## src/rtl/lat_cfg_pkg.sv

```systemverilog
package lat_cfg_pkg;

    localparam int NBANDS      = 5;
    localparam int LAT_W       = 3;
    localparam int CODE_W      = 4;
    localparam int CODE_LSB    = 4;
    localparam int FIXLAT_BIT  = 3;
    localparam logic [15:0] CFG0_DEFAULT = 16'h8F2F;
    localparam int CFG0_ADDR   = 2;

    typedef enum logic [2:0] {
        ST_IDLE,
        ST_CALC,
        ST_WDATA,
        ST_WREQ,
        ST_RREQ,
        ST_FIN
    } seq_state_e;

    typedef struct packed {
        logic [LAT_W-1:0]  lat;
        logic [CODE_W-1:0] code;
    } band_sel_t;

    // Upper inclusive memory-clock bound of a band, in Hz
    function automatic logic [63:0] band_limit_hz(input int idx);
        case (idx)
            0:       band_limit_hz = 64'd85_000_000;
            1:       band_limit_hz = 64'd104_000_000;
            2:       band_limit_hz = 64'd133_000_000;
            3:       band_limit_hz = 64'd166_000_000;
            default: band_limit_hz = 64'd250_000_000;
        endcase
    endfunction

    function automatic logic [LAT_W-1:0] band_lat(input logic [2:0] idx);
        case (idx)
            3'd0:    band_lat = 3'd3;
            3'd1:    band_lat = 3'd4;
            3'd2:    band_lat = 3'd5;
            3'd3:    band_lat = 3'd6;
            default: band_lat = 3'd7;
        endcase
    endfunction

    function automatic logic [CODE_W-1:0] band_code(input logic [2:0] idx);
        case (idx)
            3'd0:    band_code = 4'b1110;
            3'd1:    band_code = 4'b1111;
            3'd2:    band_code = 4'b0000;
            3'd3:    band_code = 4'b0001;
            default: band_code = 4'b0010;
        endcase
    endfunction

endpackage

```

## src/rtl/lat_band_select.sv

```systemverilog
module lat_band_select
    import lat_cfg_pkg::*;
#(
    parameter int FREQ_W = 32
) (
    input  logic [FREQ_W-1:0] sys_freq,
    output band_sel_t         sel
);

    localparam int DIV_SHIFT = 2;

    logic [FREQ_W-1:0] mem_freq;
    logic [NBANDS-1:0] hit;
    logic [2:0]        idx;

    assign mem_freq = sys_freq >> DIV_SHIFT;

    generate
        for (genvar gi = 0; gi < NBANDS; gi++) begin : g_band
            assign hit[gi] = (64'(mem_freq) <= band_limit_hz(gi));
        end
    endgenerate

    // lowest band whose bound is not exceeded wins; none -> top band
    always_comb begin
        idx = 3'(NBANDS - 1);
        for (int i = NBANDS - 1; i >= 0; i--) begin
            if (hit[i]) idx = 3'(i);
        end
        sel.lat  = band_lat(idx);
        sel.code = band_code(idx);
    end

endmodule

```

## src/rtl/cfg_word_build.sv

```systemverilog
module cfg_word_build
    import lat_cfg_pkg::*;
#(
    parameter int REG_W = 16
) (
    input  logic [CODE_W-1:0] code,
    input  logic              var_lat,
    output logic [REG_W-1:0]  word
);

    always_comb begin
        word = REG_W'(CFG0_DEFAULT);
        if (var_lat) word[FIXLAT_BIT] = 1'b0;
        word[CODE_LSB +: CODE_W] = code;
    end

endmodule

```

## src/rtl/lat_cfg_ctrl.sv

```systemverilog
module lat_cfg_ctrl
    import lat_cfg_pkg::*;
#(
    parameter int FREQ_W = 32,
    parameter int REG_W  = 16,
    parameter int ADDR_W = 8
) (
    input  logic              clk,
    input  logic              rst,
    input  logic              start,
    input  logic [FREQ_W-1:0] sys_freq_hz,
    input  logic              var_lat_ok,
    output logic [FREQ_W-1:0] freq_q,
    output logic              var_q,
    input  band_sel_t         sel,
    input  logic [REG_W-1:0]  word,
    output logic [LAT_W-1:0]  cfg_lat,
    output logic              cfg_lat_we,
    output logic [REG_W-1:0]  reg_wdata,
    output logic [ADDR_W-1:0] reg_addr,
    output logic              reg_wr_req,
    output logic              reg_rd_req,
    input  logic              reg_wr_done,
    input  logic              reg_rd_done,
    input  logic [REG_W-1:0]  reg_rdata,
    output logic [REG_W-1:0]  readback,
    output logic              done,
    output logic              busy
);

    seq_state_e state, state_nx;

    always_comb begin
        state_nx = state;
        case (state)
            ST_IDLE:  if (start) state_nx = ST_CALC;
            ST_CALC:  state_nx = ST_WDATA;
            ST_WDATA: state_nx = ST_WREQ;
            ST_WREQ:  if (reg_wr_done) state_nx = ST_RREQ;
            ST_RREQ:  if (reg_rd_done) state_nx = ST_FIN;
            ST_FIN:   state_nx = ST_IDLE;
            default:  state_nx = ST_IDLE;
        endcase
    end

    always_ff @(posedge clk) begin
        if (rst) begin
            state      <= ST_IDLE;
            freq_q     <= '0;
            var_q      <= 1'b0;
            cfg_lat    <= '0;
            cfg_lat_we <= 1'b0;
            reg_wdata  <= '0;
            reg_addr   <= '0;
            readback   <= '0;
        end else begin
            state      <= state_nx;
            cfg_lat_we <= 1'b0;
            if (state == ST_IDLE && start) begin
                freq_q <= sys_freq_hz;
                var_q  <= var_lat_ok;
            end
            if (state == ST_CALC) begin
                cfg_lat    <= sel.lat;
                cfg_lat_we <= 1'b1;
                reg_wdata  <= word;
                reg_addr   <= ADDR_W'(CFG0_ADDR);
            end
            if (state == ST_RREQ && reg_rd_done) begin
                readback <= reg_rdata;
            end
        end
    end

    assign reg_wr_req = (state == ST_WREQ);
    assign reg_rd_req = (state == ST_RREQ);
    assign done       = (state == ST_FIN);
    assign busy       = (state != ST_IDLE);

endmodule

```

## src/rtl/lat_cfg_seq.sv

```systemverilog
module lat_cfg_seq
    import lat_cfg_pkg::*;
#(
    parameter int FREQ_W = 32,
    parameter int REG_W  = 16,
    parameter int ADDR_W = 8
) (
    input  logic              clk,
    input  logic              rst,
    input  logic              start,
    input  logic [FREQ_W-1:0] sys_freq_hz,
    input  logic              var_lat_ok,
    output logic [2:0]        cfg_lat,
    output logic              cfg_lat_we,
    output logic [REG_W-1:0]  reg_wdata,
    output logic [ADDR_W-1:0] reg_addr,
    output logic              reg_wr_req,
    output logic              reg_rd_req,
    input  logic              reg_wr_done,
    input  logic              reg_rd_done,
    input  logic [REG_W-1:0]  reg_rdata,
    output logic              busy,
    output logic              done,
    output logic [REG_W-1:0]  readback
);

    logic [FREQ_W-1:0] freq_q;
    logic              var_q;
    band_sel_t         sel;
    logic [REG_W-1:0]  word;

    lat_band_select #(.FREQ_W(FREQ_W)) u_band (
        .sys_freq (freq_q),
        .sel      (sel)
    );

    cfg_word_build #(.REG_W(REG_W)) u_word (
        .code    (sel.code),
        .var_lat (var_q),
        .word    (word)
    );

    lat_cfg_ctrl #(.FREQ_W(FREQ_W), .REG_W(REG_W), .ADDR_W(ADDR_W)) u_ctrl (
        .clk         (clk),
        .rst         (rst),
        .start       (start),
        .sys_freq_hz (sys_freq_hz),
        .var_lat_ok  (var_lat_ok),
        .freq_q      (freq_q),
        .var_q       (var_q),
        .sel         (sel),
        .word        (word),
        .cfg_lat     (cfg_lat),
        .cfg_lat_we  (cfg_lat_we),
        .reg_wdata   (reg_wdata),
        .reg_addr    (reg_addr),
        .reg_wr_req  (reg_wr_req),
        .reg_rd_req  (reg_rd_req),
        .reg_wr_done (reg_wr_done),
        .reg_rd_done (reg_rd_done),
        .reg_rdata   (reg_rdata),
        .readback    (readback),
        .done        (done),
        .busy        (busy)
    );

endmodule

```

## config.mk

```make
export PLATFORM = sky130hd
export DESIGN_NAME = lat_cfg_seq
export DESIGN_NICKNAME = d
export VERILOG_FILES = /design/src/rtl/lat_cfg_pkg.sv /design/src/rtl/lat_band_select.sv /design/src/rtl/cfg_word_build.sv /design/src/rtl/lat_cfg_ctrl.sv /design/src/rtl/lat_cfg_seq.sv
export SDC_FILE = /design/constraint.sdc
export NUM_CORES = 1
export LEC_CHECK = 0
export CAP_MARGIN = 15
export CORE_MARGIN = 3
export CORE_UTILIZATION = 40
export DETAILED_ROUTE_END_ITERATION = 8
export HOLD_SLACK_MARGIN = 0.05
export PLACE_DENSITY = 0.76
export SYNTH_ARGS = -nofsm -noshare
export SYNTH_HDL_FRONTEND = slang
export SYNTH_SLANG_ARGS = --single-unit
```

## constraint.sdc

```tcl
create_clock -name clk -period 1.8 [get_ports clk]
set_clock_uncertainty 0.05 [all_clocks]
set_input_delay 0.18 -clock clk [delete_from_list [all_inputs] [get_ports clk]]
set_output_delay 0.18 -clock clk [all_outputs]
set_load 0.1 [all_outputs]
```

==> results of run 1 <==
flip-flops by register name, indices dropped and copies added (netlist names):
name and count:
u_ctrl.reg_wdata 5, u_ctrl.cfg_lat 3, u_ctrl.readback 16, u_ctrl.freq_q 30, u_ctrl.var_q 1, u_ctrl.state 3, u_ctrl.cfg_lat_we 1
how the worst max path moves through the flow:
| stage | start | slack [ps] | end |
|---|---|---|---|
| 6_report | u_ctrl.freq_q[7] | -130 | u_ctrl.cfg_lat[1] |
| 5_1_grt | u_ctrl.freq_q[7] | -200 | u_ctrl.cfg_lat[1] |
| 4_1_cts | u_ctrl.freq_q[7] | -110 | u_ctrl.cfg_lat[1] |
| 3_5_place_dp | u_ctrl.freq_q[7] | -110 | u_ctrl.cfg_lat[1] |
| 3_3_place_gp | u_ctrl.freq_q[7] | -70 | u_ctrl.cfg_lat[1] |
| 2_1_floorplan | u_ctrl.state[0] | -220 | u_ctrl.readback[10] |
logic make-up (layout without fill, tap and decap cells):
family | count (synthesis) | in the layout | synth area share, %
AO/OA/AOI/OAI | 85 | 85 | 18.3
buffers and inverters | 45 | 139 | 9.33
flip-flops | 59 | 59 | 43.4
other | 1 | 10 | 0.138
AND/OR/NAND/NOR | 165 | 165 | 28.8
placed cells by master (no fill, tap or decap), types with 2 or more instances in the layout:
cell type	Yosys	routed
o21a_1	4	4
clkbuf_8	0	9
conb_1	1	10
nor4_2	2	4
a41o_1	2	2
o21ai_0	8	7
bufinv_16	0	3
nor3_1	9	7
buf_12	0	15
nand4b_1	3	3
and3_1	4	4
nor4_1	7	2
nand2_1	106	105
a21oi_1	57	57
dfxtp_1	59	58
nor4_4	0	3
or3_4	0	2
inv_1	6	5
nand4bb_1	2	2
nand4_1	2	2
a31oi_1	2	2
nor2_1	15	15
clkdlybuf4s50_1	0	50
buf_4	20	51
per-layer routing:
metal	vias to the layer above	part of all wire [%]	global-route usage (%)
met5	-	0	0
met4	0	0.82	5.36
met3	8	9.4	9.40
met2	100	50	35.1
met1	1254	40	22.7
li1	1382	-	-
stage by stage:
stage	TNS [ps]	cells
after floorplan	-2500	364
after global placement	-160	519
after detailed placement	-256	519
after CTS	-255	535
after global routing	-530	535
final	-313	535
report_power, final:
part | internal (mW) | switching (mW)
Sequential | 1.39 | 0.0812
Clock | 0.924 | 0.547
Combinational | 0.431 | 0.789
what timing repair did:
item,4_1_cts,5_1_grt
pin swaps,2,4
endpoints found under the setup margin,4,6
hold buffers,0,0
gates resized for setup,1,13
buffers inserted,0,0
cell type report:
cell class / instances / share of cell area [%]
clock inverters: 6 / 2.72
flip-flops and latches: 59 / 28.5
repair buffers: 117 / 28.7
clock buffers: 10 / 3.08
inverters: 6 / 0.543
well taps: 77 / 2.32
multi-input cells: 260 / 34.2
worst max-delay path: stages, from the launching register on:
cell	delay, ps
dfxtp_1	310
or4_4	580
or3_4	350
nor3_2	110
nand4b_1	170
a21oi_1	170
nor3_1	60
==> metrics.yaml, run 1 <==
numCtsBuffers: 9
leakage_nw: 1.62
synth-seq-area-share_pct: 43.4
die_x_um: 88.5
min_period_ps: 1930
cap_violations: 0
nets: 507
crit_type: "flip-flop to flip-flop"
die_y_um: 88.5
hpwl_um: 5570
cts_root_buf: "clkbuf_8"
synth_area_um2: 2720
r2r_cells: 6
die_area_um2: 7830
synthFlopType: "dfxtp_1"
endpoint_kind: "flip-flop"
tritoncts: "yes"
wl_per_cell_um: 14.2
synth_cell_type_count: 47
grt_pass1_wl_um: 12500
reg2reg_to: "u_ctrl.cfg_lat[1]"
synthToLayoutAreaGrowth_pct: 52.4
cp_max_fo: 3
grt_pass1_vias: 2835
yosysTopAreaCell: "dfxtp_1"
grt.total_usage_pct: 20.3
fill_cells: 585
setup_viol: 3
violations: "negative setup slack"
drv_slew: 0
overflow: 0
rrSetupSlack_ps: -130
ys_seq_elements: 59
p_per_area_nw_per_um2: 1000
finalHoldWorstSlack_ps: 185
antenna_found_initial: 0
dpl_worst_slack_ps: -112
fin_area_um2: 4150
pin_count: 102
yosys-top-cells-count: "nand2_1, dfxtp_1, a21oi_1"
status: "complete, but fails checks"
seq_area_um2: 1180
required_ps: 1970
place_area_um2: 3830
holdPathStages: 2
portBuffers: 89
num_rows: 29
synth_cells: 355
cts_sinks: 59
finalPower_mw: 4.16
start_util_pct: 42.1
yosys.area.top_type_share_pct: 43.4
rsz0062_at_grt: "yes"
final_util_pct: 64.2
num_antenna_cells: 0
core-area_um2: 6460
drtIter0Drc: 133
ys_top_cells_by_area: "dfxtp_1, nand2_1, a21oi_1"
r2r-start: "u_ctrl.freq_q[7]"
drc: 0
worst_slack_ps: -134
clk_pin_slew_ps: 70
worstHoldStart: "rst"
globalplace.congestion: 0.881
irDropWorstVdd_uv: 597
drt-total-wl_um: 7590
hold_viol: 0
ys_warn_count: 0
fmax_mhz: 517
cp-start-kind: "flip-flop"
num_vias: 2744
async_flop_share_pct: 0
htree_levels: 3
period_share_pct: 107
holdCritPathClass: "primary input to flip-flop"
multi_input_area_um2: 1420
clockBufferDepth: 2
cp.arrival_ps: 2110
yosysMostFrequentCell: "nand2_1"
firstDrtPassIters: 4
via_per_inst: 5.13
postSynthAreaPerCell_um2: 7.67
clock_latency_ps: 350
synth-edff-count: 0
worstHoldEndpoint: "u_ctrl.freq_q[27]"
ant_nets: 0
grt_max_degree: 42
layout-drive-gt1-share_pct: 23.1
Note: power is estimated with default switching activity, not from simulation.
==> run 2: changes to the inputs <==
--- a/config.mk
+++ b/config.mk
@@ -8,7 +8,9 @@
 export CAP_MARGIN = 15
+export CELL_PAD_IN_SITES_DETAIL_PLACEMENT = 0
+export CELL_PAD_IN_SITES_GLOBAL_PLACEMENT = 1
 export CORE_MARGIN = 3
-export CORE_UTILIZATION = 40
+export CORE_UTILIZATION = 28
 export DETAILED_ROUTE_END_ITERATION = 8
 export HOLD_SLACK_MARGIN = 0.05
-export PLACE_DENSITY = 0.76
+export PLACE_DENSITY_LB_ADDON = 0.1
 export SYNTH_ARGS = -nofsm -noshare
--- a/constraint.sdc
+++ b/constraint.sdc
@@ -4,2 +4,2 @@
 set_output_delay 0.18 -clock clk [all_outputs]
-set_load 0.1 [all_outputs]
+set_load 0.005 [all_outputs]
==> metrics.yaml, run 2 (same netlist as run 1, synthesis figures left out) <==
worst_slack_ps: -82.7
synthToLayoutAreaGrowth_pct: 56.8
num_vias: 2710
cts_sinks: 59
clk_pin_slew_ps: 80
die_area_um2: 10900
grt.total_usage_pct: 15.3
globalplace.congestion: 0.768
endpoint_kind: "flip-flop"
largest_registers: "u_ctrl.freq_q (30), u_ctrl.readback (16), u_ctrl.reg_wdata (5)"
setup_viol: 5
crit_type: "flip-flop to flip-flop"
antenna_found_initial: 0
portBuffers: 89
die_x_um: 105
core-area_um2: 9330
drt-total-wl_um: 8010
p_per_area_nw_per_um2: 846
irDropWorstVdd_uv: 441
seq_area_um2: 1190
overflow: 0
layout_commonest_cell: "nand2_1"
required_ps: 1980
fmax_mhz: 531
fill_cells: 953
setup_tns_ps: -293
wl_per_cell_um: 13.4
num_antenna_cells: 0
pin_count: 102
clock_latency_ps: 340
cts_root_buf: "clkbuf_8"
holdCritPathClass: "primary input to flip-flop"
drtIter0Drc: 58
violations: "negative setup slack"
nets: 516
status: "complete, but fails checks"
firstDrtPassIters: 4
grt_pass1_vias: 2815
largest_register_ffs: 30
min_period_ps: 1880
layout-drive-gt1-share_pct: 17.3
tritoncts: "yes"
clockBufferDepth: 2
finalHoldWorstSlack_ps: 190
drc: 0
via_per_inst: 4.55
numCtsBuffers: 9
hold_viol: 0
regMostFlops: "u_ctrl.freq_q"
cp-start-kind: "flip-flop"
cp.arrival_ps: 2060
htree_levels: 3
drv_slew: 0
cp_max_fo: 3
cap_violations: 0
num_rows: 35
grt_max_degree: 32
die_y_um: 105
ant_nets: 0
grt_pass1_wl_um: 13500
period_share_pct: 105
rsz0062_at_grt: "yes"
layout_common_cells: "nand2_1, clkdlybuf4s50_1, a21oi_1, dfxtp_1, buf_4"
hpwl_um: 5960
leakage_nw: 1.60
multi_input_area_um2: 1440
start_util_pct: 29.2
## run 2: power by group
group / internal [mW] / switching (mW)
logic: 0.402 / 0.319
registers: 1.39 / 0.0840
clock network: 0.860 / 0.557
## run 2: area by class of cell
cell class,count,share of cell area [%]
Multi-Input combinational cell,260,33.8
Timing Repair Buffer,126,28.4
Sequential cell,59,27.9
Tap cell,129,3.78
Clock buffer,11,3.55
Clock inverter,5,1.99
Inverter,6,0.528
## run 2: path summary, 6_finish.rpt
path,from,to,slack [ps],cells after the start
setup / recovery,u_ctrl.freq_q[7],u_ctrl.cfg_lat[1],-80,6
hold reg to reg,u_ctrl.readback[8],u_ctrl.readback[8],410,2
setup reg to reg,u_ctrl.freq_q[7],u_ctrl.cfg_lat[1],-80,6
hold / removal,rst,u_ctrl.readback[6],190,2
## run 2: metal layers
layer	routed length [um]	part of all wire (%)	up-vias	GRT usage, %
met2	3970	50	75	26.2
met5	0	0	-	0
met3	606	7.6	6	6.67
met1	3360	42	1228	17.4
li1	-	-	1401	-
met4	70	0.87	0	3.94
## run 2: repair_timing
action	CTS	global route
pin swaps	3	3
endpoints found under the setup margin	7	10
gates resized for setup	9	21
hold buffers	0	0
buffers inserted	0	2
## run 2: per-stage QoR
step | util [%] | cells | area (um2) | total power [mW] | setup slack, ps
2_1_floorplan | - | 364 | 2760 | 1.83 | 27.1
3_3_place_gp | 41.5 | 578 | 3870 | 2.17 | -155
3_5_place_dp | 41.5 | 578 | 3870 | 2.18 | -286
4_1_cts | 44.5 | 594 | 4150 | 3.63 | -92.8
5_1_grt | 45.8 | 596 | 4270 | 3.81 | -201
6_report | 45.8 | 596 | 4270 | 3.61 | -82.7
## run 2: critical path, cell delays in order (launching register included)
cell and delay [ps]:
dfxtp_1 310, or4_4 570, or3_1 340, nor3_2 120
nand4b_1 170, a21oi_1 160, nor3_1 60
==> run 3: changes to the inputs <==
CORE_ASPECT_RATIO = 1.1   (was unset)
==> metrics.yaml, run 3 (same netlist as run 1, synthesis figures left out) <==
r2r-start: "u_ctrl.freq_q[2]"
pin_count: 102
drt-total-wl_um: 7910
start_util_pct: 29.0
tritoncts: "yes"
min_period_ps: 1900
overflow: 0
drtIter0Drc: 74
num_rows: 37
die_x_um: 100
worstHoldStart: "rst"
max_stage_delay_ps: 550
clockBufferDepth: 2
rrSetupSlack_ps: -100
status: "complete, but fails checks"
r2r_cells: 6
drv_slew: 0
via_per_inst: 4.64
cp.arrival_ps: 2060
crit_type: "flip-flop to flip-flop"
finalPower_mw: 3.37
layout_common_cells: "nand2_1, clkdlybuf4s50_1, a21oi_1"
largest_registers: "u_ctrl.freq_q (30), u_ctrl.readback (16), u_ctrl.reg_wdata (5)"
worstPathCellList: "or4_4 -> or3_4 -> nor3_2 -> nand4b_1 -> a21oi_1 -> nor3_1"
endpoint_kind: "flip-flop"
ant_nets: 0
hold_viol: 0
final_cell_count_no_fill: 583
final_util_pct: 44.2
regMostFlops: "u_ctrl.freq_q"
finalHoldWorstSlack_ps: 225
reg2reg_to: "u_ctrl.cfg_lat[1]"
num_vias: 2707
worst_slack_ps: -104
synthToLayoutAreaGrowth_pct: 52.7
grt.total_usage_pct: 15.1
leakage_nw: 1.55
firstDrtPassIters: 4
seq_area_um2: 1190
slowest_stage: "or4_4"
violations: "negative setup slack"
num_antenna_cells: 0
rsz0062_at_grt: "yes"
required_ps: 1950
wl_per_cell_um: 13.6
drc: 0
cts_sinks: 59
dpl.cell_count: 566
numCtsBuffers: 9
fmax_mhz: 525
cap_violations: 0
cts_root_buf: "clkbuf_8"
portBuffers: 89
holdPathStages: 2
layout-drive-gt1-share_pct: 17.0
cp-start-kind: "flip-flop"
worstHoldEndpoint: "u_ctrl.state[2]"
antenna_found_initial: 0
die_y_um: 109
nets: 515
period_share_pct: 106
layout_commonest_cell: "nand2_1"
die_area_um2: 10900
fill_cells: 997
cp_max_fo: 3
hpwl_um: 5850
clock_latency_ps: 340
largest_register_ffs: 30
irDropWorstVdd_uv: 446
setup_viol: 3
core-area_um2: 9400
globalplace.congestion: 0.800
holdCritPathClass: "primary input to flip-flop"
grt_max_degree: 32
multi_input_area_um2: 1420
grt_pass1_vias: 2762
clk_pin_slew_ps: 70
grt_pass1_wl_um: 13100
htree_levels: 3
p_per_area_nw_per_um2: 811
## run 3: changes by cell type in the layout (fill, tap and decap cells not counted), sizes merged
| cell | previous run | this run |
|---|---|---|
| buf | 38 | 37 |
| bufinv | 2 | 1 |
| clkinv | 2 | 3 |
| dlygate4sd2 | 0 | 1 |
| dlymetal6s2s | 2 | 1 |
## run 3: worst max-delay path, delay by kind of cell, from the launching register on
family	cells	cell delay, ps
flops	1	310
simple gates	5	1250
compound gates	1	170
## run 3: how the worst max path moves through the flow
stage               slack, ps           endpoint  cells after the start             start
floorplan                  30  u_ctrl.cfg_lat[1]                      6  u_ctrl.freq_q[7]
global placement         -150  u_ctrl.cfg_lat[0]                      6  u_ctrl.freq_q[7]
detailed placement       -220  u_ctrl.cfg_lat[0]                      6  u_ctrl.freq_q[7]
CTS                      -130  u_ctrl.cfg_lat[1]                      6  u_ctrl.freq_q[7]
global route             -190  u_ctrl.cfg_lat[1]                      6  u_ctrl.freq_q[2]
finish                   -100  u_ctrl.cfg_lat[1]                      6  u_ctrl.freq_q[2]
## run 3: what timing repair did
item                                   CTS  global route
endpoints found under the hold margin    0             0
hold buffers                             0             0
setup endpoints to repair                8             9
pin swaps                                4             3
buffers inserted                         1             0
resized for setup                       12            10
## run 3: layer usage
layer	routed length [um]	GRT usage, %
met1	3240	16.9
met3	650	6.92
met4	72	3.75
met5	0	0
met2	3960	26.1
## run 3: final cells by class
type                    instances  share of cell area [%]
clock buffers                  11                    3.40
multi-input cells             260                    34.3
inverters                       6                   0.542
repair buffers                125                    28.5
clock inverters                 5                    1.26
flip-flops and latches         59                    28.5
well taps                     117                    3.52
## run 3: where the power goes
group          switching, mW  leakage, nW  internal [mW]
registers             0.0856        0.483           1.39
logic                  0.307        0.968          0.395
clock network          0.522       0.0991          0.670
total                  0.916         1.55           2.46
## run 3: metrics by stage
step / TNS [ps] / setup WS, ps / cell area (um2)
6_report: -237 / -104 / 4160
5_1_grt: -718 / -191 / 4160
4_1_cts: -308 / -125 / 4100
3_5_place_dp: -689 / -224 / 3840
3_3_place_gp: -392 / -153 / 3840
2_1_floorplan: 0 / 27.1 / 2760
